File: config.mk
export PLATFORM = sky130hd
export DESIGN_NAME = bm_alu
export DESIGN_NICKNAME = d
export VERILOG_FILES = /design/src/rtl/bm_pkg.sv /design/src/rtl/bm_count.sv /design/src/rtl/bm_rotate.sv /design/src/rtl/bm_misc.sv /design/src/rtl/bm_alu.sv
export SDC_FILE = /design/constraint.sdc
export NUM_CORES = 2
export LEC_CHECK = 0
export BUFFER_PORTS_ARGS = -buffer_cell sky130_fd_sc_hd__buf_2
export CAP_MARGIN = 20
export CORE_ASPECT_RATIO = 1.75
export CORE_MARGIN = 2
export CORE_UTILIZATION = 40
export DETAILED_ROUTE_END_ITERATION = 6
export PLACE_DENSITY_LB_ADDON = 0.25
export SLEW_MARGIN = 40
export SYNTH_ARGS = -nofsm -noshare
export SYNTH_HDL_FRONTEND = slang
export SYNTH_SLANG_ARGS = --single-unit
File: constraint.sdc
create_clock -name vclk -period 95
set_input_delay 9.5 -clock vclk [all_inputs]
set_output_delay 9.5 -clock vclk [all_outputs]
set_load 0.01 [all_outputs]
File: src/rtl/bm_pkg.sv
package bm_pkg;
  localparam int BM_XLEN = 64;
  localparam int BM_WLEN = BM_XLEN / 2;
  localparam int CNT_W   = $clog2(BM_XLEN) + 1;
  localparam int SH_W    = $clog2(BM_XLEN);
  localparam int SHW_W   = $clog2(BM_WLEN);
  localparam int NBYTES  = BM_XLEN / 8;

  typedef enum logic [4:0] {
    OP_CLZ = 5'd0,  OP_CTZ = 5'd1,  OP_CPOP = 5'd2,  OP_CLZW = 5'd3,
    OP_CTZW = 5'd4, OP_CPOPW = 5'd5, OP_ANDN = 5'd6, OP_ORN = 5'd7,
    OP_XNOR = 5'd8, OP_MIN = 5'd9,  OP_MAX = 5'd10,  OP_MINU = 5'd11,
    OP_MAXU = 5'd12, OP_SEXTB = 5'd13, OP_SEXTH = 5'd14, OP_ZEXTH = 5'd15,
    OP_ROL = 5'd16, OP_ROR = 5'd17, OP_RORI = 5'd18, OP_ROLW = 5'd19,
    OP_RORW = 5'd20, OP_RORIW = 5'd21, OP_REV8 = 5'd22, OP_ORCB = 5'd23
  } op_e;

  localparam logic [4:0] OP_LAST = 5'd23;

  function automatic logic [CNT_W-1:0] lead_zeros(input logic [BM_XLEN-1:0] v);
    logic [CNT_W-1:0] n;
    logic hit;
    n = '0;
    hit = 1'b0;
    for (int i = BM_XLEN - 1; i >= 0; i--) begin
      if (v[i]) hit = 1'b1;
      else if (!hit) n = n + CNT_W'(1);
    end
    return n;
  endfunction

  function automatic logic [CNT_W-1:0] trail_zeros(input logic [BM_XLEN-1:0] v);
    logic [CNT_W-1:0] n;
    logic hit;
    n = '0;
    hit = 1'b0;
    for (int i = 0; i < BM_XLEN; i++) begin
      if (v[i]) hit = 1'b1;
      else if (!hit) n = n + CNT_W'(1);
    end
    return n;
  endfunction

  function automatic logic [CNT_W-1:0] ones_count(input logic [BM_XLEN-1:0] v);
    logic [CNT_W-1:0] n;
    n = '0;
    for (int i = 0; i < BM_XLEN; i++) n = n + CNT_W'(v[i]);
    return n;
  endfunction

  function automatic logic [BM_XLEN-1:0] rot_l(input logic [BM_XLEN-1:0] v,
                                               input logic [SH_W-1:0] s);
    logic [2*BM_XLEN-1:0] d;
    d = {v, v} << s;
    return d[2*BM_XLEN-1:BM_XLEN];
  endfunction

  function automatic logic [BM_XLEN-1:0] rot_r(input logic [BM_XLEN-1:0] v,
                                               input logic [SH_W-1:0] s);
    logic [2*BM_XLEN-1:0] d;
    d = {v, v} >> s;
    return d[BM_XLEN-1:0];
  endfunction

  function automatic logic [BM_XLEN-1:0] rot_lw(input logic [BM_WLEN-1:0] v,
                                                input logic [SHW_W-1:0] s);
    logic [2*BM_WLEN-1:0] d;
    d = {v, v} << s;
    return {{BM_WLEN{d[2*BM_WLEN-1]}}, d[2*BM_WLEN-1:BM_WLEN]};
  endfunction

  function automatic logic [BM_XLEN-1:0] rot_rw(input logic [BM_WLEN-1:0] v,
                                                input logic [SHW_W-1:0] s);
    logic [2*BM_WLEN-1:0] d;
    d = {v, v} >> s;
    return {{BM_WLEN{d[BM_WLEN-1]}}, d[BM_WLEN-1:0]};
  endfunction
endpackage

File: src/rtl/bm_count.sv
module bm_count
  import bm_pkg::*;
(
  input  logic [BM_XLEN-1:0] a,
  output logic [CNT_W-1:0]   clz,
  output logic [CNT_W-1:0]   ctz,
  output logic [CNT_W-1:0]   cpop,
  output logic [CNT_W-1:0]   clzw,
  output logic [CNT_W-1:0]   ctzw,
  output logic [CNT_W-1:0]   cpopw
);
  assign clz   = lead_zeros(a);
  assign ctz   = trail_zeros(a);
  assign cpop  = ones_count(a);
  // word forms: pad the unused half so the full-width counters stop at 32
  assign clzw  = lead_zeros({a[BM_WLEN-1:0], {BM_WLEN{1'b1}}});
  assign ctzw  = trail_zeros({{BM_WLEN{1'b1}}, a[BM_WLEN-1:0]});
  assign cpopw = ones_count({{BM_WLEN{1'b0}}, a[BM_WLEN-1:0]});

  always_comb begin

    clz_zero_chk: assert ((clz == CNT_W'(BM_XLEN)) == (a == '0));

    ctz_zero_chk: assert ((ctz == CNT_W'(BM_XLEN)) == (a == '0));

    wcount_range_chk: assert (clzw <= CNT_W'(BM_WLEN) && ctzw <= CNT_W'(BM_WLEN));

    cpopw_bound_chk: assert (cpopw <= cpop);
  end
endmodule

File: src/rtl/bm_rotate.sv
module bm_rotate
  import bm_pkg::*;
(
  input  logic [BM_XLEN-1:0] a,
  input  logic [SH_W-1:0]    reg_amt,
  input  logic [SH_W-1:0]    imm_amt,
  output logic [BM_XLEN-1:0] rol,
  output logic [BM_XLEN-1:0] ror,
  output logic [BM_XLEN-1:0] rori,
  output logic [BM_XLEN-1:0] rolw,
  output logic [BM_XLEN-1:0] rorw,
  output logic [BM_XLEN-1:0] roriw
);
  assign rol   = rot_l(a, reg_amt);
  assign ror   = rot_r(a, reg_amt);
  assign rori  = rot_r(a, imm_amt);
  assign rolw  = rot_lw(a[BM_WLEN-1:0], reg_amt[SHW_W-1:0]);
  assign rorw  = rot_rw(a[BM_WLEN-1:0], reg_amt[SHW_W-1:0]);
  assign roriw = rot_rw(a[BM_WLEN-1:0], imm_amt[SHW_W-1:0]);

  always_comb begin

    rot_ones_chk: assert ($countones(rol) == $countones(a) && $countones(ror) == $countones(a));

    rotw_ones_chk: assert ($countones(rorw[BM_WLEN-1:0]) == $countones(a[BM_WLEN-1:0]));
  end
endmodule

File: src/rtl/bm_misc.sv
module bm_misc
  import bm_pkg::*;
(
  input  logic [BM_XLEN-1:0] a,
  input  logic [BM_XLEN-1:0] b,
  output logic [BM_XLEN-1:0] andn,
  output logic [BM_XLEN-1:0] orn,
  output logic [BM_XLEN-1:0] xnor_r,
  output logic [BM_XLEN-1:0] smin,
  output logic [BM_XLEN-1:0] smax,
  output logic [BM_XLEN-1:0] umin,
  output logic [BM_XLEN-1:0] umax,
  output logic [BM_XLEN-1:0] sextb,
  output logic [BM_XLEN-1:0] sexth,
  output logic [BM_XLEN-1:0] zexth,
  output logic [BM_XLEN-1:0] rev,
  output logic [BM_XLEN-1:0] orc
);
  logic s_lt, u_lt;

  assign andn   = a & ~b;
  assign orn    = a | ~b;
  assign xnor_r = ~(a ^ b);

  assign s_lt = $signed(a) < $signed(b);
  assign u_lt = a < b;
  assign smin = s_lt ? a : b;
  assign smax = s_lt ? b : a;
  assign umin = u_lt ? a : b;
  assign umax = u_lt ? b : a;

  assign sextb = {{(BM_XLEN-8){a[7]}}, a[7:0]};
  assign sexth = {{(BM_XLEN-16){a[15]}}, a[15:0]};
  assign zexth = {{(BM_XLEN-16){1'b0}}, a[15:0]};

  for (genvar g = 0; g < NBYTES; g++) begin : g_byte
    assign rev[8*g +: 8] = a[8*(NBYTES-1-g) +: 8];
    assign orc[8*g +: 8] = {8{|a[8*g +: 8]}};
  end

  always_comb begin

    sminmax_chk: assert ($signed(smin) <= $signed(smax));

    uminmax_chk: assert (umin <= umax);

    orc_zero_chk: assert ((orc == '0) == (a == '0));

    rev_ones_chk: assert ($countones(rev) == $countones(a));
  end
endmodule

File: src/rtl/bm_alu.sv
module bm_alu
  import bm_pkg::*;
(
  input  logic                ext_en,
  input  logic [4:0]          op_sel,
  input  logic [BM_XLEN-1:0]  opnd_a,
  input  logic [BM_XLEN-1:0]  opnd_b,
  input  logic [SH_W-1:0]     imm_sh,
  output logic [BM_XLEN-1:0]  res,
  output logic                illegal_insn
);
  localparam int PAD = BM_XLEN - CNT_W;

  logic [CNT_W-1:0] clz, ctz, cpop, clzw, ctzw, cpopw;
  logic [BM_XLEN-1:0] rol, ror, rori, rolw, rorw, roriw;
  logic [BM_XLEN-1:0] andn, orn, xnor_r, smin, smax, umin, umax;
  logic [BM_XLEN-1:0] sextb, sexth, zexth, rev, orc;
  logic [BM_XLEN-1:0] raw;
  logic               code_bad;
  op_e                opc;

  bm_count u_count (
    .a(opnd_a), .clz(clz), .ctz(ctz), .cpop(cpop),
    .clzw(clzw), .ctzw(ctzw), .cpopw(cpopw)
  );

  bm_rotate u_rot (
    .a(opnd_a), .reg_amt(opnd_b[SH_W-1:0]), .imm_amt(imm_sh),
    .rol(rol), .ror(ror), .rori(rori), .rolw(rolw), .rorw(rorw), .roriw(roriw)
  );

  bm_misc u_misc (
    .a(opnd_a), .b(opnd_b), .andn(andn), .orn(orn), .xnor_r(xnor_r),
    .smin(smin), .smax(smax), .umin(umin), .umax(umax),
    .sextb(sextb), .sexth(sexth), .zexth(zexth), .rev(rev), .orc(orc)
  );

  assign opc = op_e'(op_sel);

  always_comb begin
    raw = '0;
    case (opc)
      OP_CLZ:   raw = {{PAD{1'b0}}, clz};
      OP_CTZ:   raw = {{PAD{1'b0}}, ctz};
      OP_CPOP:  raw = {{PAD{1'b0}}, cpop};
      OP_CLZW:  raw = {{PAD{1'b0}}, clzw};
      OP_CTZW:  raw = {{PAD{1'b0}}, ctzw};
      OP_CPOPW: raw = {{PAD{1'b0}}, cpopw};
      OP_ANDN:  raw = andn;
      OP_ORN:   raw = orn;
      OP_XNOR:  raw = xnor_r;
      OP_MIN:   raw = smin;
      OP_MAX:   raw = smax;
      OP_MINU:  raw = umin;
      OP_MAXU:  raw = umax;
      OP_SEXTB: raw = sextb;
      OP_SEXTH: raw = sexth;
      OP_ZEXTH: raw = zexth;
      OP_ROL:   raw = rol;
      OP_ROR:   raw = ror;
      OP_RORI:  raw = rori;
      OP_ROLW:  raw = rolw;
      OP_RORW:  raw = rorw;
      OP_RORIW: raw = roriw;
      OP_REV8:  raw = rev;
      OP_ORCB:  raw = orc;
      default:  raw = '0;
    endcase
  end

  assign code_bad     = op_sel > OP_LAST;
  assign illegal_insn = !ext_en || code_bad;
  assign res          = illegal_insn ? '0 : raw;

  always_comb begin

    illegal_zero_chk: assert (!illegal_insn || res == '0);

    disabled_illegal_chk: assert (ext_en || illegal_insn);
  end
endmodule

==> flow_metrics.tcl <==
set metrics [dict create \
    wire_per_inst_um 32.1 \
    start_util_pct 40.3 \
    synth_warnings 0 \
    cts_resized 0 \
    period_share_pct 65.6 \
    ctsHoldBuffers 0 \
    io_pins 205 \
    syn_area_per_cell_sq_um 6.72 \
    tightest_slew_ns 1.10 \
    synth_area_sq_mm 0.0444 \
    slew_headroom_pct 26.8 \
    finalCriticalPeriod_ns 62.31 \
    nFlopsAndLatches 0 \
    ff_latch_area_sq_um 0 \
    grt_max_degree 101 \
    die_w_um 256 \
    die-area_sq_mm 0.114 \
    drtAntennaViolNets 0 \
    grt_pass1_wl_um 365000 \
    drt_iter0_markers 6422 \
    cap_violations 0 \
    track_usage_pct 43.6 \
    final_core_util_pct 43.2 \
    end_kind "output pin" \
    crit_arrival_ns 52.81 \
    wl_um 258000 \
    coreArea_sq_mm 0.110 \
    max_freq_mhz 16.0 \
    area_growth_syn_to_layout_pct 7.00 \
    postCtsSetupBuffers 0 \
    viasPerCell 6.73 \
    crit_slowest_cell "a22oi_1" \
    hold_path.class "input port to output pin" \
    synth_top_area_share_pct 10.7 \
    first_pass_iters 7 \
    route.detailed.drc 3 \
    yosysSeqAreaShare_pct 0 \
    antenna_found_initial 31 \
    clock_buffers 0 \
    outcome "complete, but fails checks" \
    violations "DRC" \
    worst_setup_path_start_kind "input port" \
    place_congestion 1.16 \
    finalHoldViolCount 0 \
    syn_nets 7105 \
    place_hpwl_um 201000 \
    rsz0062_at_grt "false" \
    layout.nets 7035 \
    maxSlewViolCount 0 \
    setup.worst_path.class "input port to output pin" \
    slowest_delay_ns 0.58 \
    syn_inst 6611 \
    synth_top_area_cell "mux2i_1" \
    portBuffers 205 \
    worst-path-max-fanout 18 \
    die_h_um 445 \
    synth.distinct_cells 115 \
    startpoint "opnd_a[0]" \
    synth_commonest_cells "nor2_1, nand2_1, o21ai_0" \
    critPathCapture "res[6]" \
    synth_most_common_cell "nor2_1" \
    overflow 0 \
    setup_viol 0 \
    holdWs_ns 19.46 \
    crit_required_ns 85.50 \
    nFillCells 11913 \
    vias 54005 \
    netlist_top_cells_area "mux2i_1, ha_1, nor2_1, xnor2_1, nand2_1" \
    setup_tns_ns 0 \
    path_common_cell "ha_1" \
    placement_rows 161 \
    drive_gt1_share_pct 12.5 \
    first_global_vias 51865 \
]
==> worst max-delay path: cells and delay by family <==
family / cells / cell delay [ns]
xor+xnor: 25 / 5.11
buf+inv: 6 / 1.43
simple gates: 54 / 7.54
compound gates: 72 / 14.08
mux: 22 / 4.27
fa+ha+maj: 35 / 10.86
==> layer usage <==
layer | global-route usage [%] | wire length [um] | part of all wire (%)
met5 | 0 | 116 | 0.045
met4 | 46.3 | 34000 | 13
met3 | 12.8 | 26400 | 10
met2 | 69.0 | 113000 | 44
met1 | 44.4 | 84700 | 33
==> layout by cell type (no fill, tap or decap), types with 33 or more instances in the layout <==
| cell type | count |
|---|---|
| nor2_1 | 929 |
| nand2_1 | 749 |
| o21ai_0 | 480 |
| mux2i_1 | 465 |
| a21oi_1 | 450 |
| xnor2_1 | 378 |
| ha_1 | 304 |
| inv_1 | 242 |
| buf_2 | 201 |
| xor2_1 | 175 |
| nand3_1 | 158 |
| nor3_1 | 151 |
| buf_4 | 145 |
| mux2_2 | 139 |
| a221oi_1 | 97 |
| nor2b_1 | 90 |
| nand2b_1 | 84 |
| mux4_2 | 70 |
| nand4_1 | 69 |
| a21o_1 | 49 |
| fa_1 | 49 |
| or2_2 | 46 |
| and3_1 | 44 |
| a22oi_1 | 44 |
| and2_1 | 43 |
| a31oi_1 | 39 |
| nor4_1 | 37 |
| xnor2_2 | 36 |
| xnor3_1 | 33 |
| a221o_1 | 33 |
==> metrics by stage <==
| stage | instances | setup WS, ns | cell area [sq um] |
|---|---|---|---|
| 6_report | 8027 | 32.69 | 47600 |
| 5_1_grt | 8009 | 29.81 | 47500 |
| 4_1_cts | 8000 | 33.82 | 47200 |
| 3_5_place_dp | 8000 | 33.97 | 47200 |
| 3_3_place_gp | 7998 | 34.61 | 47000 |
| 2_1_floorplan | 6611 | 39.94 | 44400 |
==> how the worst min path moves through the flow <==
stage	from	endpoint	slack (ns)	depth (start not counted)
after CTS	opnd_b[57]	res[57]	19.44	4
final	opnd_b[57]	res[57]	19.46	4
after global routing	opnd_b[50]	res[50]	19.48	4
after floorplan	opnd_b[6]	res[6]	19.16	2
after detailed placement	opnd_b[57]	res[57]	19.44	4
after global placement	opnd_b[57]	res[57]	19.42	4
==> cell type report <==
cell class,count,area (sq um),area share (%)
inverter,264,991,2.08
tap,1467,1840,3.86
antenna,21,52.6,0.110
multi-input combinational,5923,42500,89.4
timing repair buffer,352,2170,4.57
==> cells by family (layout without fill, tap and decap cells) <==
family	Yosys count	count (layout)	synth area share, %
AOI/OAI and AO/OA	1643	1643	23.7
buffers and inverters	688	616	5.91
adders and majority gates	372	372	11.2
xor gates and xnor gates	649	649	15.0
and+or+nand+nor	2570	2570	26.3
other	0	21	0
muxes	689	689	17.9
